==> src/rtl/bss_pkg.sv <==
package bss_pkg;

  typedef enum logic [2:0] {
    ST_IDLE  = 3'd0,
    ST_START = 3'd1,
    ST_BLO   = 3'd2,
    ST_BHI   = 3'd3,
    ST_PLO   = 3'd4,
    ST_PHI   = 3'd5
  } bss_state_e;

  localparam logic [1:0] MODE_SYNC     = 2'd0;
  localparam logic [1:0] MODE_TW_ACK   = 2'd1;
  localparam logic [1:0] MODE_TW_NOACK = 2'd2;

  // Two-wire framing (start, stop, open-drain data)
  function automatic logic is_two_wire(input logic [1:0] m);
    return (m == MODE_TW_ACK) || (m == MODE_TW_NOACK);
  endfunction

  // Number of clocked bits per frame, acknowledge included
  function automatic int unsigned frame_bits(input logic [1:0] m, input int unsigned dw);
    return (m == MODE_TW_ACK) ? dw + 1 : dw;
  endfunction

  // Level the block wants on the data line in the current phase
  function automatic logic line_level(input logic line_low, input logic data_phase,
                                      input logic in_ack, input logic dir_q,
                                      input logic tx_bit, input logic ack_send);
    if (line_low) return 1'b0;
    if (!data_phase) return 1'b1;
    if (in_ack) return dir_q ? 1'b1 : ack_send;
    return dir_q ? tx_bit : 1'b1;
  endfunction

endpackage

==> src/rtl/bss_txbuf.sv <==
module bss_txbuf #(
  parameter int DW = 8
) (
  input  logic          clk,
  input  logic          rst_n,
  input  logic          wr,
  input  logic [DW-1:0] wdata,
  input  logic          take,
  output logic [DW-1:0] hold_data,
  output logic          ready
);

  always_ff @(posedge clk or negedge rst_n) begin
    if (!rst_n) begin
      hold_data <= '0;
      ready     <= 1'b0;
    end else begin
      if (wr) begin
        hold_data <= wdata;
        ready     <= 1'b1;
      end else if (take) begin
        ready <= 1'b0;
      end
    end
  end

endmodule

==> src/rtl/bss_shifter.sv <==
module bss_shifter #(
  parameter int DW = 8
) (
  input  logic          clk,
  input  logic          rst_n,
  input  logic          load_ev,
  input  logic          load_tx,
  input  logic [DW-1:0] load_val,
  input  logic          tx_q,
  input  logic          bit_cap_ev,
  input  logic          ack_cap_ev,
  input  logic          advance_ev,
  input  logic          latch_ev,
  input  logic          sd_in,
  output logic          tx_bit,
  output logic [DW-1:0] rxb,
  output logic          ack_rcvd
);

  logic [DW-1:0] sr;

  always_ff @(posedge clk or negedge rst_n) begin
    if (!rst_n) begin
      sr       <= '0;
      tx_bit   <= 1'b1;
      rxb      <= '0;
      ack_rcvd <= 1'b0;
    end else begin
      if (load_ev) begin
        sr     <= load_tx ? load_val : '0;
        tx_bit <= load_tx ? load_val[DW-1] : 1'b1;
      end
      if (bit_cap_ev) sr <= {sr[DW-2:0], sd_in};
      // next output bit is presented while the clock is low
      if (advance_ev) tx_bit <= tx_q ? sr[DW-1] : 1'b1;
      if (ack_cap_ev) ack_rcvd <= sd_in;
      if (latch_ev) rxb <= sr;
    end
  end

endmodule

==> src/rtl/bss_seq.sv <==
module bss_seq
  import bss_pkg::*;
#(
  parameter int DW = 8
) (
  input  logic       clk,
  input  logic       rst_n,
  input  logic       tick,
  input  logic       hold,
  input  logic       dir_tx,
  input  logic [1:0] mode,
  input  logic       tx_ready,
  output logic       load_ev,
  output logic       bit_cap_ev,
  output logic       ack_cap_ev,
  output logic       advance_ev,
  output logic       done_ev,
  output logic       abort_ev,
  output logic       busy,
  output logic       scl,
  output logic       tw_q,
  output logic       dir_q,
  output logic       line_low,
  output logic       data_phase,
  output logic       in_ack
);

  localparam int CNT_W = $clog2(DW + 2);

  bss_state_e       st;
  logic [CNT_W-1:0] cnt;
  logic [1:0]       mode_q;
  logic             step;
  logic             last_bit;

  assign step       = tick & ~hold;
  assign tw_q       = is_two_wire(mode_q);
  assign last_bit   = (cnt == CNT_W'(frame_bits(mode_q, DW) - 1));
  assign in_ack     = (cnt == CNT_W'(DW));
  assign busy       = (st != ST_IDLE);
  assign scl        = !((st == ST_BLO) || (st == ST_PLO));
  assign line_low   = (st == ST_START) || (st == ST_PLO) || (st == ST_PHI);
  assign data_phase = (st == ST_BLO) || (st == ST_BHI);

  assign load_ev    = (st == ST_IDLE) & step & (~dir_tx | tx_ready);
  assign bit_cap_ev = step & (st == ST_BLO) & ~in_ack;
  assign ack_cap_ev = step & (st == ST_BLO) & in_ack & dir_q;
  assign advance_ev = step & (st == ST_BHI) & ~last_bit;
  assign done_ev    = step & (((st == ST_BHI) & last_bit & ~tw_q) | (st == ST_PHI));
  assign abort_ev   = hold & busy;

  always_ff @(posedge clk or negedge rst_n) begin
    if (!rst_n) begin
      st     <= ST_IDLE;
      cnt    <= '0;
      mode_q <= MODE_SYNC;
      dir_q  <= 1'b0;
    end else if (abort_ev) begin
      st <= ST_IDLE;
    end else if (load_ev) begin
      st     <= is_two_wire(mode) ? ST_START : ST_BLO;
      cnt    <= '0;
      mode_q <= mode;
      dir_q  <= dir_tx;
    end else if (step) begin
      case (st)
        ST_START: st <= ST_BLO;
        ST_BLO:   st <= ST_BHI;
        ST_BHI: begin
          if (last_bit) begin
            st <= tw_q ? ST_PLO : ST_IDLE;
          end else begin
            cnt <= cnt + CNT_W'(1);
            st  <= ST_BLO;
          end
        end
        ST_PLO:   st <= ST_PHI;
        ST_PHI:   st <= ST_IDLE;
        default:  st <= ST_IDLE;
      endcase
    end
  end

endmodule

==> src/rtl/bss_top.sv <==
module bss_top
  import bss_pkg::*;
#(
  parameter int DW = 8
) (
  input  logic          clk,
  input  logic          rst_n,
  input  logic          shift_tick,
  input  logic          hold,
  input  logic          dir_tx,
  input  logic [1:0]    mode,
  input  logic          ack_send,
  input  logic          txb_wr,
  input  logic [DW-1:0] txb_data,
  input  logic          sd_in,
  output logic          sd_out,
  output logic          sd_oe,
  output logic          sck,
  output logic [DW-1:0] rxb,
  output logic          tx_ready,
  output logic          busy,
  output logic          ack_rcvd,
  output logic          irq
);

  logic          load_ev, bit_cap_ev, ack_cap_ev, advance_ev, done_ev, abort_ev;
  logic          tw_q, dir_q, line_low, data_phase, in_ack;
  logic          tx_bit, want, take;
  logic [DW-1:0] pend;

  assign take = load_ev & dir_tx;

  bss_txbuf #(.DW(DW)) u_txbuf (
    .clk       (clk),
    .rst_n     (rst_n),
    .wr        (txb_wr),
    .wdata     (txb_data),
    .take      (take),
    .hold_data (pend),
    .ready     (tx_ready)
  );

  bss_seq #(.DW(DW)) u_seq (
    .clk        (clk),
    .rst_n      (rst_n),
    .tick       (shift_tick),
    .hold       (hold),
    .dir_tx     (dir_tx),
    .mode       (mode),
    .tx_ready   (tx_ready),
    .load_ev    (load_ev),
    .bit_cap_ev (bit_cap_ev),
    .ack_cap_ev (ack_cap_ev),
    .advance_ev (advance_ev),
    .done_ev    (done_ev),
    .abort_ev   (abort_ev),
    .busy       (busy),
    .scl        (sck),
    .tw_q       (tw_q),
    .dir_q      (dir_q),
    .line_low   (line_low),
    .data_phase (data_phase),
    .in_ack     (in_ack)
  );

  bss_shifter #(.DW(DW)) u_shift (
    .clk        (clk),
    .rst_n      (rst_n),
    .load_ev    (load_ev),
    .load_tx    (dir_tx),
    .load_val   (pend),
    .tx_q       (dir_q),
    .bit_cap_ev (bit_cap_ev),
    .ack_cap_ev (ack_cap_ev),
    .advance_ev (advance_ev),
    .latch_ev   (done_ev | abort_ev),
    .sd_in      (sd_in),
    .tx_bit     (tx_bit),
    .rxb        (rxb),
    .ack_rcvd   (ack_rcvd)
  );

  assign want   = line_level(line_low, data_phase, in_ack, dir_q, tx_bit, ack_send);
  assign sd_out = (busy & tw_q) ? 1'b0 : want;
  assign sd_oe  = busy & (tw_q ? ~want : dir_q);

  always_ff @(posedge clk or negedge rst_n) begin
    if (!rst_n) irq <= 1'b0;
    else        irq <= done_ev;
  end

endmodule

==> config.mk <==
export PLATFORM = sky130hd
export DESIGN_NAME = bss_top
export DESIGN_NICKNAME = d
export VERILOG_FILES = /design/src/rtl/bss_pkg.sv /design/src/rtl/bss_txbuf.sv /design/src/rtl/bss_shifter.sv /design/src/rtl/bss_seq.sv /design/src/rtl/bss_top.sv
export SDC_FILE = /design/constraint.sdc
export NUM_CORES = 1
export LEC_CHECK = 0
export ABC_AREA = 1
export BUFFER_PORTS_ARGS = -buffer_cell sky130_fd_sc_hd__buf_4
export CAP_MARGIN = 0
export CORE_MARGIN = 2
export CORE_UTILIZATION = 52
export CTS_BUF_LIST = sky130_fd_sc_hd__clkbuf_8
export DETAILED_ROUTE_END_ITERATION = 6
export GPL_ROUTABILITY_DRIVEN = 0
export HOLD_SLACK_MARGIN = 0.12
export PLACE_DENSITY = 0.82
export REMOVE_ABC_BUFFERS = 1
export SYNTH_ARGS = -nofsm -noshare
export SYNTH_HDL_FRONTEND = slang
export SYNTH_SLANG_ARGS = --single-unit
==> constraint.sdc <==
create_clock -name clk -period 1.38 [get_ports clk]
set_input_delay 0 -clock clk [delete_from_list [all_inputs] [get_ports clk]]
set_output_delay 0 -clock clk [all_outputs]
set_load 0.02 [all_outputs]
Yosys cells after proc, flatten, opt, wreduce, memory -nomap -nowiden --
Index checks and enable logic that the tools add are counted.
Word-level totals: register bits 38, input port bits 18, output and inout port bits 15
Operators by class: $add $sub $neg 2, eq/ne operators 12, multiplexer cells 37, bitwise logic cells 26, reductions and logical operators 17
Operators by type and width (count):
- 2-to-1 mux 8 bit | 3
- 2-to-1 mux 1 bit | 23
- bitwise AND 1 bit | 16
- 2-to-1 mux 4 bit | 4
- 2-to-1 mux 3 bit | 5
- one-hot mux 3 bit (4 select lines) | 1
- nonzero test 2 bit | 5
- inverter 1 bit | 7
- equality test 3 x 2 -> 1 bit, second input constant | 2
- equality test 3 bit, second input constant | 2
- logical OR 1 bit | 6
- nonzero test 3 bit | 2
- adder 4 x 1 -> 4 bit, second input constant | 1
- equality test 2 x 1 -> 1 bit, second input constant | 2
- equality test 2 bit, second input constant | 2
- equality test 4 bit | 1
- equality test 4 bit, second input constant | 1
- AND reduction 4 bit | 1
- subtractor 4 x 1 -> 4 bit, second input constant | 1
- equality test 3 x 1 -> 1 bit, second input constant | 1
- zero test 3 bit | 1
- OR 1 bit | 3
- 2-to-1 mux 2 bit | 1
- != test 2 bit, second input constant | 1
- 2 further kinds | 2

Longest topological paths before layout --
depth after elaboration 13, gate-level depth with buffers 11, gate-level depth less buffers 11

Modules after synthesis --
From an unflattened synthesis, not the netlist that was laid out.
Unflattened totals: cell total of the unflattened synthesis 246, area, all modules 2048.2 µm²
By module, submodules not included:
- bss_shifter | instances 1, cells each 76, area each 818.3 µm², sequential area each 451.7 µm²
- bss_seq | instances 1, cells each 115, area each 792.0 µm², sequential area each 250.2 µm²
- bss_txbuf | instances 1, cells each 38, area each 341.6 µm², sequential area each 225.2 µm²
- bss_top | instances 1, cells each 17, area each 96.3 µm², sequential area each 25.0 µm²

Worst setup path before layout --
Ideal clock, no wire load.
path type reg-to-reg, from register u_seq.st[1], to register u_shift.sr[0], setup time 0.087 ns, arrival time 1.281 ns, required time 1.293 ns, slack 0.013 ns, stages on the path, launching flop included 9, path buffers 1, clock period less this slack 1.367 ns, cell sequence dfrtp_1 nor2_1 nand2_1 inv_2 o211ai_4 buf_6 nor2_4 nand2_1 o211ai_1
Between the ends: longest elaborated chain between the ends 4, elaborated cells between the ends (all ways) 8
Ends and longest elaborated chain:
- start, declared | RTL line bss_seq.sv:30 | bss_state_e st;
- start signal, assigned | RTL line bss_seq.sv:61 | st <= is_two_wire(mode) ? ST_START : ST_BLO;
- start signal, assigned | RTL line bss_seq.sv:71 | st <= tw_q ? ST_PLO : ST_IDLE;
- equality test 3 x 2 -> 1 bit / zero test 3 bit (equally long branches) | RTL line bss_seq.sv:46, bss_seq.sv:45
- bitwise AND 1 bit, on equally long branches (2 in series) | RTL line bss_seq.sv:46, bss_seq.sv:45
- 2-to-1 mux 8 bit / nonzero test 2 bit (equally long branches)
- end signal, assigned | RTL line bss_shifter.sv:30 | sr <= load_tx ? load_val : '0;
- end signal, assigned | RTL line bss_shifter.sv:33 | if (bit_cap_ev) sr <= {sr[DW-2:0], sd_in};
- end, declared | RTL line bss_shifter.sv:20 | logic [DW-1:0] sr;
Several ways; a longest one is shown, not always the timed one. A chain may end at the register's enable or synchronous reset.

Worst setup path in the final report --
from register u_seq.mode_q[1], to output sd_oe
Between the ends: longest elaborated chain between the ends 4, elaborated cells between the ends (all ways) 5
Ends and longest elaborated chain:
- start, declared | RTL line bss_seq.sv:32 | logic [1:0] mode_q;
- start signal, assigned | RTL line bss_seq.sv:63 | mode_q <= mode;
- equality test 2 x 1 -> 1 bit / equality test 2 bit (equally long branches) | RTL line bss_pkg.sv:18 | return (m == MODE_TW_ACK) || (m == MODE_TW_NOACK);
- logical OR 1 bit * | RTL line bss_pkg.sv:18
- 2-to-1 mux 1 bit * | RTL line bss_top.sv:85 | assign sd_oe = busy & (tw_q ? ~want : dir_q);
- bitwise AND 1 bit * | RTL line bss_top.sv:85
- end, declared | RTL line bss_top.sv:17 | output logic sd_oe,
Mark *: on every way between the ends. The rest lies on a longest branch, timed or not.

==> reports/metrics.cfg <==
[clock_network]
cts.path.max_buffers=2
clk-insertion-delay-late_ns=0.30
cts_made_buffers=5
clkTransAtPathRegs_ns=0.08
clockRootBuffer=clkbuf_8
clock-sinks=38
cts_tree=yes
htreeDepth=2

[finish]
finalNonFillerCells=355
layout-drive-gt1-share_pct=38.8
fillers=166
final_nets=329
antennaDiodeCount=0
area_delta_synth_final_pct=50.1

[synthesis]
avgSynthCellArea_um2=8.33
synth_seq_area_share_pct=50.8
synth_area_um2=1870
yosys_warnings=0
synth_cell_types=27
syn-instance-count=225
ys_ff_latch=38

[worst_setup_path]
critPathKind=register to primary output
reg2reg_to=u_shift.rxb[5]
cp_max_fo=4
r2r_slack_ns=-0.14
crit_required_ns=1.38
cp-startpoint=u_seq.mode_q[1]
endpoint=sd_oe
crit_path_start_kind=register
crit_arrival_ns=1.56
cp-end-kind=primary output
rr_worst_depth=10
r2r-start=u_seq.cnt[1]

[die]
start_util_pct=55.3
die_area_um2=4100
rows=21
die_x_um=64.0
die_y_um=64.0
core_area_um2=3390
io_pins=33

[route]
wl_um=5300
wl_met2_um=2660
drtAntennaViolNets=0
drt_iter0_drc=194
wl_met3_um=381
dr_total_vias=1901
viasPerCell=5.35
met1Wirelength_um=2110
firstDrtPassIters=4
drc=0
top_layer=met4
wl_per_cell_um=14.9

[run_status]
status=complete, but fails checks
violations=negative setup slack

[placed_design]
io_buffers=32
dp.cells=313
dp_hpwl_um=2750

[sta]
rsz0062_at_grt=yes
drv_slew=0
skew_ns=0.00865
worstMarginPinSlew_ns=0.482
period_minus_slack_ns=1.56
slew_headroom_pct=67.9
tns_ns=-1.71
fmax_mhz=640
fin_ws_ns=-0.184
setup_viol=23
finalCritPeriodShare_pct=113
hold_viol=0

[run]
maxCapViolCount=0

[global_routing]
grt_max_degree=39
grt_overflow_total=0
grt_usage_pct=24.4
grt_pass1_vias=1680
antenna_found_initial=0
grt_pass1_wl_um=7730

[power]
leakage_uw=0.00146
power_density_nw_per_um2=1760
ir_worst_vdd_mv=1.31

[hold_path]
min_path_type=input pin to asynchronous set/reset pin

[critical path, cell delays in order (launching register included)]
cell and delay (ns):
dfrtp_1 0.41, inv_1 0.10, ha_4 0.21, buf_4 0.15, a21oi_2 0.14, o21ai_2 0.07, inv_1 0.07, buf_6 0.11
[routing by layer]
layer | vias to the layer above | global-route usage, %
met2 | 94 | 38.7
met5 | - | 0
met4 | 0 | 11.7
met1 | 899 | 32.4
li1 | 892 | -
met3 | 16 | 4.40
[registers in the layout (all words and copies together), names as in the netlist]
register / count
irq: 1
u_seq.cnt: 4
u_seq.dir_q: 1
u_seq.mode_q: 2
u_seq.st: 3
u_shift.ack_rcvd: 1
u_shift.rxb: 8
u_shift.sr: 8
u_shift.tx_bit: 1
u_txbuf.hold_data: 8
u_txbuf.ready: 1
[cells by family (layout without fill, tap and decap cells)]
family | after synthesis | in the layout | share of synthesized area, %
and+or+nand+nor | 118 | 119 | 29.0
DFF | 38 | 38 | 50.8
buffers and inverters | 33 | 115 | 7.21
AOI/OAI and AO/OA | 31 | 32 | 10.0
adders and majority gates | 3 | 3 | 2.00
xor gates and xnor gates | 2 | 2 | 0.935
[power by group]
part	switching [µW]	total, µW	internal [µW]
sequential	267	1720	1450
combinational	1330	2420	1100
clock	412	813	402
[layout by cell type (no fill, tap or decap), types with 7 or more instances in the layout]
| master | count |
|---|---|
| buf_4 | 49 |
| o21ai_1 | 9 |
| o21ai_0 | 7 |
| dlygate4sd3_1 | 23 |
| inv_2 | 14 |
| nand2_1 | 65 |
| nand3_1 | 19 |
| inv_1 | 15 |
| nand2_2 | 10 |
| dfrtp_1 | 37 |
[final cells by class]
cell class,count,area (µm²),share of cell area [%]
inverter,30,115,4.09
sequential,38,952,33.8
timing repair buffer,77,654,23.3
clock buffer,6,82.6,2.93
tap,46,57.6,2.05
clock inverter,2,12.5,0.445
multi-input combinational,156,940,33.4
[worst min path at each step]
stage,cells after the start,end
final,2,u_seq.cnt[3]
after global routing,2,u_seq.cnt[3]
after CTS,5,u_seq.st[1]
after detailed placement,1,u_seq.cnt[2]
after global placement,1,u_seq.cnt[2]
after floorplan,0,irq
[Yosys cell counts]
master | instances | area share, %
a21oi_1 | 2 | 0.53
buf_2 | 1 | 0.27
buf_6 | 1 | 0.60
clkbuf_1 | 1 | 0.20
dfrtp_1 | 37 | 49
dfstp_2 | 1 | 1.4
ha_1 | 3 | 2.0
inv_1 | 17 | 3.4
inv_2 | 12 | 2.4
inv_4 | 1 | 0.33
nand2_1 | 73 | 15
nand2_2 | 5 | 1.7
nand2_4 | 2 | 1.2
nand3_1 | 22 | 5.9
nand3_2 | 1 | 0.53
nand4_2 | 1 | 0.67
nor2_1 | 7 | 1.4
nor2_2 | 2 | 0.67
nor2_4 | 3 | 1.8
nor3_1 | 1 | 0.27
o211ai_1 | 6 | 2.4
o211ai_4 | 1 | 1.1
o21ai_0 | 12 | 3.2
o21ai_1 | 9 | 2.4
o22ai_1 | 1 | 0.33
or2_2 | 1 | 0.33
xor2_1 | 2 | 0.93
[timing repair]
action	4_1_cts	5_1_grt
cloned	1	1
gates resized for setup	12	31
hold buffers	23	0
pin swaps	3	10
endpoints found under the hold margin	59	0
endpoints found under the setup margin	11	31
setup buffers	6	3
[per-stage QoR]
stage	util [%]	instance area (µm²)	power [µW]	hold slack [ns]	setup WS [ns]
6_report	83.0	2810	4960	0.196	-0.184
5_1_grt	83.0	2810	5240	0.238	-0.244
4_1_cts	78.9	2680	4560	0.185	-0.182
3_5_place_dp	66.4	2250	3450	-0.00771	-0.0657
3_3_place_gp	66.4	2250	3410	-0.0123	0.0254
2_1_floorplan	-	1850	2740	-0.296	-0.0301
Note: power is estimated with default switching activity, not from simulation.
